**src/rtl/arb_pkg.sv**
```systemverilog
package arb_pkg;

  localparam int PERIOD    = 16;
  localparam int HALF      = PERIOD / 2;
  localparam int RD_FIRST  = 2;
  localparam int RD_WORDS  = 5;
  localparam int RESV_LO   = HALF - 1;

  typedef enum logic [1:0] {
    SK_RD = 2'd0,
    SK_WR = 2'd1,
    SK_BG = 2'd2
  } slot_kind_e;

  typedef struct packed {
    slot_kind_e kind;
    logic       ctx;
    logic [2:0] sub;
  } slot_dec_t;

  typedef enum logic [1:0] {
    OWN_NONE = 2'd0,
    OWN_FWD  = 2'd1,
    OWN_AGE  = 2'd2,
    OWN_HOST = 2'd3
  } owner_e;

  typedef struct packed {
    owner_e     owner;
    logic       ctx;
    logic [2:0] word;
  } rd_tag_t;

  // Reads of context h sit at h*8+2..h*8+6, its writes spill into the
  // other half's slots 0 and 1, and slot 7 of each half is reserved.
  function automatic slot_dec_t decode_slot(input logic [3:0] s);
    slot_dec_t d;
    logic [2:0] lo;
    lo    = s[2:0];
    d.ctx = s[3];
    d.sub = 3'd0;
    if (lo == 3'(RESV_LO)) begin
      d.kind = SK_BG;
    end else if (lo >= 3'(RD_FIRST)) begin
      d.kind = SK_RD;
      d.sub  = lo - 3'(RD_FIRST);
    end else begin
      d.kind = SK_WR;
      d.ctx  = ~s[3];
      d.sub  = lo;
    end
    return d;
  endfunction

endpackage

```
**src/rtl/arb_slot_cnt.sv**
```systemverilog
module arb_slot_cnt (
  input  logic       clk,
  input  logic       rst_n,
  output logic [3:0] slot_q
);

  logic [3:0] slot_d;

  always_comb begin
    slot_d = slot_q + 4'd1;
  end

  always_ff @(posedge clk or negedge rst_n) begin
    if (!rst_n) begin
      slot_q <= 4'd0;
    end else begin
      slot_q <= slot_d;
    end
  end

endmodule

```
**src/rtl/arb_frame_ctx.sv**
```systemverilog
module arb_frame_ctx
  import arb_pkg::*;
#(
  parameter bit CTX_ID = 1'b0,
  parameter int ADDR_W = 12,
  parameter int DATA_W = 32,
  parameter int WORD_W = 3,
  parameter int BKT_W  = ADDR_W - WORD_W
) (
  input  logic              clk,
  input  logic              rst_n,
  input  slot_dec_t         dec,
  input  logic              start,
  input  logic [BKT_W-1:0]  bucket,
  output logic              ready,
  output logic              drop,
  input  logic              wr_valid,
  input  logic              wr_idx,
  input  logic [ADDR_W-1:0] wr_addr,
  input  logic [DATA_W-1:0] wr_data,
  output logic              rd_req,
  output logic [ADDR_W-1:0] rd_addr,
  output logic [WORD_W-1:0] rd_word,
  output logic              wr_req,
  output logic [ADDR_W-1:0] wr_addr_o,
  output logic [DATA_W-1:0] wr_data_o
);

  localparam int NWB = 2;

  logic             pend_q, pend_d, act_q, act_d;
  logic [BKT_W-1:0] pend_b_q, act_b_q;
  logic             accept, my_rd, my_wr, launch, last_rd;
  logic [BKT_W-1:0] rd_bkt;

  logic [NWB-1:0]   wb_v_q, wb_v_d, wb_load, wb_take;
  logic [ADDR_W-1:0] wb_a_q [NWB];
  logic [DATA_W-1:0] wb_d_q [NWB];

  always_comb begin
    my_rd   = (dec.kind == SK_RD) && (dec.ctx == CTX_ID);
    my_wr   = (dec.kind == SK_WR) && (dec.ctx == CTX_ID);
    launch  = my_rd && (dec.sub == 3'd0);
    last_rd = my_rd && (dec.sub == 3'(RD_WORDS - 1));
    ready   = ~pend_q;
    accept  = start && ~pend_q;
    drop    = start && pend_q;
    rd_bkt  = launch ? pend_b_q : act_b_q;
    rd_req  = my_rd && (launch ? pend_q : act_q);
    rd_word = WORD_W'(dec.sub);
    rd_addr = {rd_bkt, rd_word};
  end

  always_comb begin
    pend_d = pend_q;
    if (accept) begin
      pend_d = 1'b1;
    end else if (launch) begin
      pend_d = 1'b0;
    end
    act_d = act_q;
    if (launch) begin
      act_d = pend_q;
    end else if (last_rd) begin
      act_d = 1'b0;
    end
  end

  always_ff @(posedge clk or negedge rst_n) begin
    if (!rst_n) begin
      pend_q <= 1'b0;
      act_q  <= 1'b0;
    end else begin
      pend_q <= pend_d;
      act_q  <= act_d;
    end
  end

  always_ff @(posedge clk) begin
    if (accept) begin
      pend_b_q <= bucket;
    end
    if (launch) begin
      act_b_q <= pend_b_q;
    end
  end

  for (genvar i = 0; i < NWB; i++) begin : g_wb
    always_comb begin
      wb_load[i] = wr_valid && (wr_idx == 1'(i));
      wb_take[i] = my_wr && (dec.sub[0] == 1'(i)) && wb_v_q[i];
      wb_v_d[i]  = wb_load[i] ? 1'b1 : (wb_take[i] ? 1'b0 : wb_v_q[i]);
    end

    always_ff @(posedge clk) begin
      if (wb_load[i]) begin
        wb_a_q[i] <= wr_addr;
        wb_d_q[i] <= wr_data;
      end
    end
  end

  always_ff @(posedge clk or negedge rst_n) begin
    if (!rst_n) begin
      wb_v_q <= '0;
    end else begin
      wb_v_q <= wb_v_d;
    end
  end

  always_comb begin
    wr_req    = my_wr && wb_v_q[dec.sub[0]];
    wr_addr_o = wb_a_q[dec.sub[0]];
    wr_data_o = wb_d_q[dec.sub[0]];
  end

endmodule

```
**src/rtl/arb_tag_pipe.sv**
```systemverilog
module arb_tag_pipe
  import arb_pkg::*;
#(
  parameter int LAT = 2
) (
  input  logic    clk,
  input  logic    rst_n,
  input  rd_tag_t tag_in,
  output rd_tag_t tag_out
);

  rd_tag_t stage_q [LAT];

  for (genvar i = 0; i < LAT; i++) begin : g_stage
    rd_tag_t stage_d;
    if (i == 0) begin : g_head
      always_comb stage_d = tag_in;
    end else begin : g_body
      always_comb stage_d = stage_q[i-1];
    end

    always_ff @(posedge clk or negedge rst_n) begin
      if (!rst_n) begin
        stage_q[i] <= '{owner: OWN_NONE, ctx: 1'b0, word: 3'd0};
      end else begin
        stage_q[i] <= stage_d;
      end
    end
  end

  always_comb tag_out = stage_q[LAT-1];

endmodule

```
**src/rtl/tdm_sram_arb.sv**
```systemverilog
module tdm_sram_arb
  import arb_pkg::*;
#(
  parameter int ADDR_W = 12,
  parameter int DATA_W = 32,
  parameter int RD_LAT = 2,
  parameter int DROP_W = 8,
  localparam int WORD_W = $clog2(RD_WORDS),
  localparam int BKT_W  = ADDR_W - WORD_W
) (
  input  logic              clk,
  input  logic              rst_n,
  input  logic              fwd_start,
  input  logic              fwd_ctx,
  input  logic [BKT_W-1:0]  fwd_bucket,
  output logic [1:0]        fwd_ready,
  input  logic              fwd_wr_valid,
  input  logic              fwd_wr_ctx,
  input  logic              fwd_wr_idx,
  input  logic [ADDR_W-1:0] fwd_wr_addr,
  input  logic [DATA_W-1:0] fwd_wr_data,
  input  logic              age_req,
  input  logic              age_we,
  input  logic [ADDR_W-1:0] age_addr,
  input  logic [DATA_W-1:0] age_wdata,
  output logic              age_gnt,
  input  logic              host_req,
  input  logic              host_we,
  input  logic [ADDR_W-1:0] host_addr,
  input  logic [DATA_W-1:0] host_wdata,
  output logic              host_gnt,
  output logic              mem_en,
  output logic              mem_we,
  output logic [ADDR_W-1:0] mem_addr,
  output logic [DATA_W-1:0] mem_wdata,
  output logic              fwd_rvalid,
  output logic              fwd_rctx,
  output logic [WORD_W-1:0] fwd_rword,
  output logic              age_rvalid,
  output logic              host_rvalid,
  output logic [3:0]        slot_o,
  output logic [DROP_W-1:0] drop_cnt
);

  localparam int NCTX = 2;

  // reset: asserted asynchronously, released after two clock edges
  logic rst_meta_q, rst_int_n;

  always_ff @(posedge clk or negedge rst_n) begin
    if (!rst_n) begin
      rst_meta_q <= 1'b0;
      rst_int_n  <= 1'b0;
    end else begin
      rst_meta_q <= 1'b1;
      rst_int_n  <= rst_meta_q;
    end
  end

  logic [3:0] slot_q;
  slot_dec_t  dec;

  arb_slot_cnt u_cnt (
    .clk    (clk),
    .rst_n  (rst_int_n),
    .slot_q (slot_q)
  );

  always_comb begin
    dec    = decode_slot(slot_q);
    slot_o = slot_q;
  end

  logic [NCTX-1:0]   c_drop, c_rd, c_wr;
  logic [ADDR_W-1:0] c_rd_addr [NCTX];
  logic [WORD_W-1:0] c_rd_word [NCTX];
  logic [ADDR_W-1:0] c_wr_addr [NCTX];
  logic [DATA_W-1:0] c_wr_data [NCTX];

  for (genvar c = 0; c < NCTX; c++) begin : g_ctx
    arb_frame_ctx #(
      .CTX_ID (1'(c)),
      .ADDR_W (ADDR_W),
      .DATA_W (DATA_W),
      .WORD_W (WORD_W),
      .BKT_W  (BKT_W)
    ) u_ctx (
      .clk       (clk),
      .rst_n     (rst_int_n),
      .dec       (dec),
      .start     (fwd_start && (fwd_ctx == 1'(c))),
      .bucket    (fwd_bucket),
      .ready     (fwd_ready[c]),
      .drop      (c_drop[c]),
      .wr_valid  (fwd_wr_valid && (fwd_wr_ctx == 1'(c))),
      .wr_idx    (fwd_wr_idx),
      .wr_addr   (fwd_wr_addr),
      .wr_data   (fwd_wr_data),
      .rd_req    (c_rd[c]),
      .rd_addr   (c_rd_addr[c]),
      .rd_word   (c_rd_word[c]),
      .wr_req    (c_wr[c]),
      .wr_addr_o (c_wr_addr[c]),
      .wr_data_o (c_wr_data[c])
    );
  end

  // memory port mux: the slot decode selects exactly one source
  rd_tag_t tag_now, tag_ret;
  logic    bg_slot;

  always_comb begin
    bg_slot   = (dec.kind == SK_BG);
    host_gnt  = bg_slot && host_req;
    age_gnt   = bg_slot && age_req && !host_req;
    mem_en    = 1'b0;
    mem_we    = 1'b0;
    mem_addr  = '0;
    mem_wdata = '0;
    tag_now   = '{owner: OWN_NONE, ctx: dec.ctx, word: 3'd0};
    unique case (dec.kind)
      SK_RD: begin
        mem_en        = c_rd[dec.ctx];
        mem_addr      = c_rd_addr[dec.ctx];
        tag_now.word  = 3'(c_rd_word[dec.ctx]);
        tag_now.owner = c_rd[dec.ctx] ? OWN_FWD : OWN_NONE;
      end
      SK_WR: begin
        mem_en    = c_wr[dec.ctx];
        mem_we    = c_wr[dec.ctx];
        mem_addr  = c_wr_addr[dec.ctx];
        mem_wdata = c_wr_data[dec.ctx];
      end
      SK_BG: begin
        if (host_gnt) begin
          mem_en        = 1'b1;
          mem_we        = host_we;
          mem_addr      = host_addr;
          mem_wdata     = host_wdata;
          tag_now.owner = host_we ? OWN_NONE : OWN_HOST;
        end else if (age_gnt) begin
          mem_en        = 1'b1;
          mem_we        = age_we;
          mem_addr      = age_addr;
          mem_wdata     = age_wdata;
          tag_now.owner = age_we ? OWN_NONE : OWN_AGE;
        end
      end
      default: ;
    endcase
  end

  arb_tag_pipe #(.LAT(RD_LAT)) u_tags (
    .clk     (clk),
    .rst_n   (rst_int_n),
    .tag_in  (tag_now),
    .tag_out (tag_ret)
  );

  always_comb begin
    fwd_rvalid  = (tag_ret.owner == OWN_FWD);
    age_rvalid  = (tag_ret.owner == OWN_AGE);
    host_rvalid = (tag_ret.owner == OWN_HOST);
    fwd_rctx    = tag_ret.ctx;
    fwd_rword   = WORD_W'(tag_ret.word);
  end

  // saturating count of discarded frame jobs
  logic              drop_hit, drop_en;
  logic [DROP_W-1:0] drop_d;

  always_comb begin
    drop_hit = |c_drop;
    drop_en  = drop_hit && (drop_cnt != {DROP_W{1'b1}});
    drop_d   = drop_cnt + 1'b1;
  end

  always_ff @(posedge clk or negedge rst_int_n) begin
    if (!rst_int_n) begin
      drop_cnt <= '0;
    end else if (drop_en) begin
      drop_cnt <= drop_d;
    end
  end

endmodule

```
**config.mk**
```make
export PLATFORM = sky130hd
export DESIGN_NAME = tdm_sram_arb
export DESIGN_NICKNAME = d
export VERILOG_FILES = /design/src/rtl/arb_pkg.sv /design/src/rtl/arb_slot_cnt.sv /design/src/rtl/arb_frame_ctx.sv /design/src/rtl/arb_tag_pipe.sv /design/src/rtl/tdm_sram_arb.sv
export SDC_FILE = /design/constraint.sdc
export NUM_CORES = 1
export LEC_CHECK = 0
export CORE_MARGIN = 5
export CORE_UTILIZATION = 46
export CTS_CLUSTER_SIZE = 10
export DETAILED_ROUTE_END_ITERATION = 10
export HOLD_SLACK_MARGIN = 0.15
export PLACE_DENSITY = 0.76
export SLEW_MARGIN = 10
export SYNTH_ARGS = -nofsm -noshare
export SYNTH_HDL_FRONTEND = slang
export SYNTH_SLANG_ARGS = --single-unit
```
**constraint.sdc**
```tcl
create_clock -name clk -period 2.5 [get_ports clk]
set_input_delay 0.5 -clock clk [delete_from_list [all_inputs] [get_ports clk]]
set_output_delay 0.5 -clock clk [all_outputs]
set_load 0.02 [all_outputs]
```
==> results.json <==
{
  "avgRoutedWirePerCell_um": 22.6,
  "path_max_fanout": 8,
  "layout_commonest_cell": "edfxtp_1",
  "die_w_um": 159,
  "cellLeakagePower_nw": 5.53,
  "period_share_pct": 127,
  "io_buffer_count": 220,
  "fin_crit_ns": 3.16,
  "synth_edf_count": 194,
  "cp_slowest_stage_delay_ns": 0.42,
  "fmax_ghz": 0.316,
  "start_util_pct": 46.7,
  "insertion_delay_ns": 0.54,
  "worst_slew_pin_slew_ns": 0.913,
  "die-area_um2": 25200,
  "clkTransAtPathRegs_ns": 0.06,
  "die_h_um": 159,
  "antenna_cells": 0,
  "yosysSeqAreaShare_pct": 69.1,
  "place_congestion": 0.816,
  "crit_arrival_ns": 2.66,
  "ir_worst_vdd_mv": 0.477,
  "fin_util_pct": 68.8,
  "num-nets-final": 1144,
  "grt_pass1_wl_mm": 43.4,
  "finalWirelength_mm": 29.0,
  "syn_area_um2": 10200,
  "drtIter0Drc": 558,
  "cap_violations": 0,
  "cp.required_ns": 2.00,
  "drc": 0,
  "synth.distinct_cells": 58,
  "ys_async_sr_fraction_pct": 13.8,
  "drive_above_1_share_pct": 32.1,
  "grtUsageTotal_pct": 21.6,
  "critical_path_class": "reg -> out",
  "grt_pass1_vias": 7683,
  "synth_nets": 840,
  "cts_buffers": 29,
  "relSlewSlack_pct": 39.1,
  "antenna_found_initial": 1,
  "power_density_nw_per_um2": 629,
  "synth_seq_cells": 246,
  "cp-end-kind": "output pin",
  "hold_path.class": "reg -> reg",
  "drv_slew": 0,
  "cp_cell_sequence": "ha_4 -> ha_4 -> or3b_4 -> a21oi_4 -> buf_8 -> buf_8 -> a22oi_2 -> a21oi_2 -> buf_4",
  "pre_cts_ws_ns": -0.632,
  "failed_checks": "setup timing",
  "finClkSkew_ns": 0.00885,
  "synthCells": 684,
  "outcome": "finished with violations",
  "ys_warn_count": 0,
  "rsz0062_at_grt": "yes",
  "cts_root_buf": "clkbuf_16",
  "dp_hpwl_mm": 18.9,
  "hold_viol": 0,
  "core-area_um2": 21800,
  "rows": 54,
  "drtAntennaViolNets": 0,
  "drt-pass1-iter-count": 6,
  "stdcell_area_um2": 15000,
  "vias": 7281,
  "setup_violations": 46,
  "hold_ws_ns": 0.348,
  "cp-start-kind": "flop",
  "tritoncts": "built",
  "grt_overflow": 0,
  "grt_max_degree": 32,
  "ctsLongestPathBuffers": 3,
  "slowest_stage": "dfrtp_2",
  "post_dp_cell_area_um2": 13600,
  "avgViaCountPerCell": 5.67,
  "synth_top_flop_cell": "edfxtp_1",
  "final_cell_mix": "194 x edfxtp_1, 171 x clkdlybuf4s50_1, 77 x buf_4, 59 x nand2_1, 45 x buf_6",
  "layout_setup_ws_ns": -0.665,
  "ios": 221,
  "syn_to_final_growth_pct": 47.5,
  "avgSynthCellArea_um2": 14.9,
  "cts_num_sinks": 246,
  "htree_num_levels": 1
}
## where the power goes
| group | internal [mW] | switching, mW |
|---|---|---|
| Clock | 2.12 | 1.51 |
| Combinational | 0.546 | 0.449 |
| Sequential | 4.67 | 0.146 |
| Total | 7.34 | 2.11 |
## cell type report
class                      count  area (µm²)
sequential                   246        7040
fill                        1455        6800
multi-input combinational    381        3520
timing repair buffer         321        3270
clock buffer                  44         782
tap                          280         350
inverter                       9        33.8
clock inverter                 3        22.5
## sequential cells by signal, summed over array words and instances (netlist names)
signal and cells:
g_ctx.u_ctx.wb_d_q 128, g_ctx.u_ctx.pend_q 2, rst_int_n 1, g_ctx.u_ctx.act_b_q 18, g_ctx.u_ctx.wb_a_q 48, u_cnt.slot_q 4, u_tags.g_stage.stage_d 6, g_ctx.u_ctx.pend_b_q 18
rst_meta_q 1, g_ctx.u_ctx.act_q 2, drop_cnt 8, u_tags.tag_out 6, g_ctx.u_ctx.wb_v_q 4
## routing by layer
| metal | wire length, µm | track usage [%] | up-vias |
|---|---|---|---|
| li1 | - | - | 3298 |
| met1 | 11600 | 27.4 | 3612 |
| met2 | 14700 | 37.6 | 307 |
| met3 | 2010 | 4.28 | 62 |
| met4 | 745 | 6.69 | 2 |
| met5 | 15 | 0 | - |
## stage by stage
step	total power [mW]	cells	setup TNS [ns]
after floorplan	5.27	684	-0.108
after global placement	5.83	1212	-23.48
after detailed placement	5.87	1212	-25.39
after CTS	9.50	1276	-28.86
after global routing	9.78	1284	-30.70
final	9.45	1284	-27.66
## kinds of logic (layout without fill, tap and decap cells)
family          after synthesis  after routing  share of synthesized area [%]
buf+inv                      57            377                           2.91
xor+xnor                      9              9                          0.774
mux                          77             77                           8.16
fa+ha+maj                     4              4                          0.491
other cells                   1              1                         0.0368
flops                       246            246                           69.1
compound gates              153            153                           11.7
simple gates                137            137                           6.86
## path summary, 6_finish.rpt
path | from | to | slack [ns] | cells past startpoint
max | u_cnt.slot_q[1] | mem_wdata[16] | -0.66 | 9
min | rst_meta_q | rst_int_n | 0.35 | 0
max reg2reg | u_cnt.slot_q[1] | g_ctx[0].u_ctx.act_b_q[8] | 0.29 | 6
min reg2reg | rst_meta_q | rst_int_n | 0.35 | 0
max in group asynchronous | rst_int_n | u_tags.tag_out[1] | 1.41 | 1
min in group asynchronous | rst_int_n | drop_cnt[0] | 0.38 | 0
## critical path: cells and delay by family, from the launching register on
family	cells	cell delay [ns]
simple gates	1	0.41
compound gates	3	0.46
buf+inv	3	0.48
flops	1	0.42
fa+ha+maj	2	0.35
## cell usage after synthesis (5+ instances only)
cell / instances / area (µm²)
clkbuf_1: 16 / 60.1
a2bb2oi_1: 23 / 201
dfrtp_1: 34 / 851
buf_4: 15 / 113
nand4b_1: 6 / 52.6
a31oi_1: 18 / 113
xor2_1: 7 / 61.3
nand2_1: 72 / 270
mux2i_1: 38 / 380
nor2b_1: 5 / 31.3
a22oi_1: 16 / 120
a22o_1: 17 / 149
nor2_1: 16 / 60.1
nand3_1: 6 / 30.0
a221oi_1: 8 / 70.1
a222oi_1: 18 / 180
a21oi_1: 22 / 110
inv_1: 9 / 33.8
o21ai_0: 9 / 45.0
edfxtp_1: 194 / 5830
dfxtp_1: 18 / 360
buf_2: 15 / 75.1
mux2_2: 35 / 394
## what timing repair did
item | CTS | global route
setup endpoints to repair | 49 | 48
gates resized for setup | 297 | 65
endpoints found under the hold margin | 2 | 0
hold buffers | 1 | 0
pin swaps | 12 | 45
gates cloned | 3 | 4
setup buffers | 13 | 9
Power figures use the tool's default switching activity.
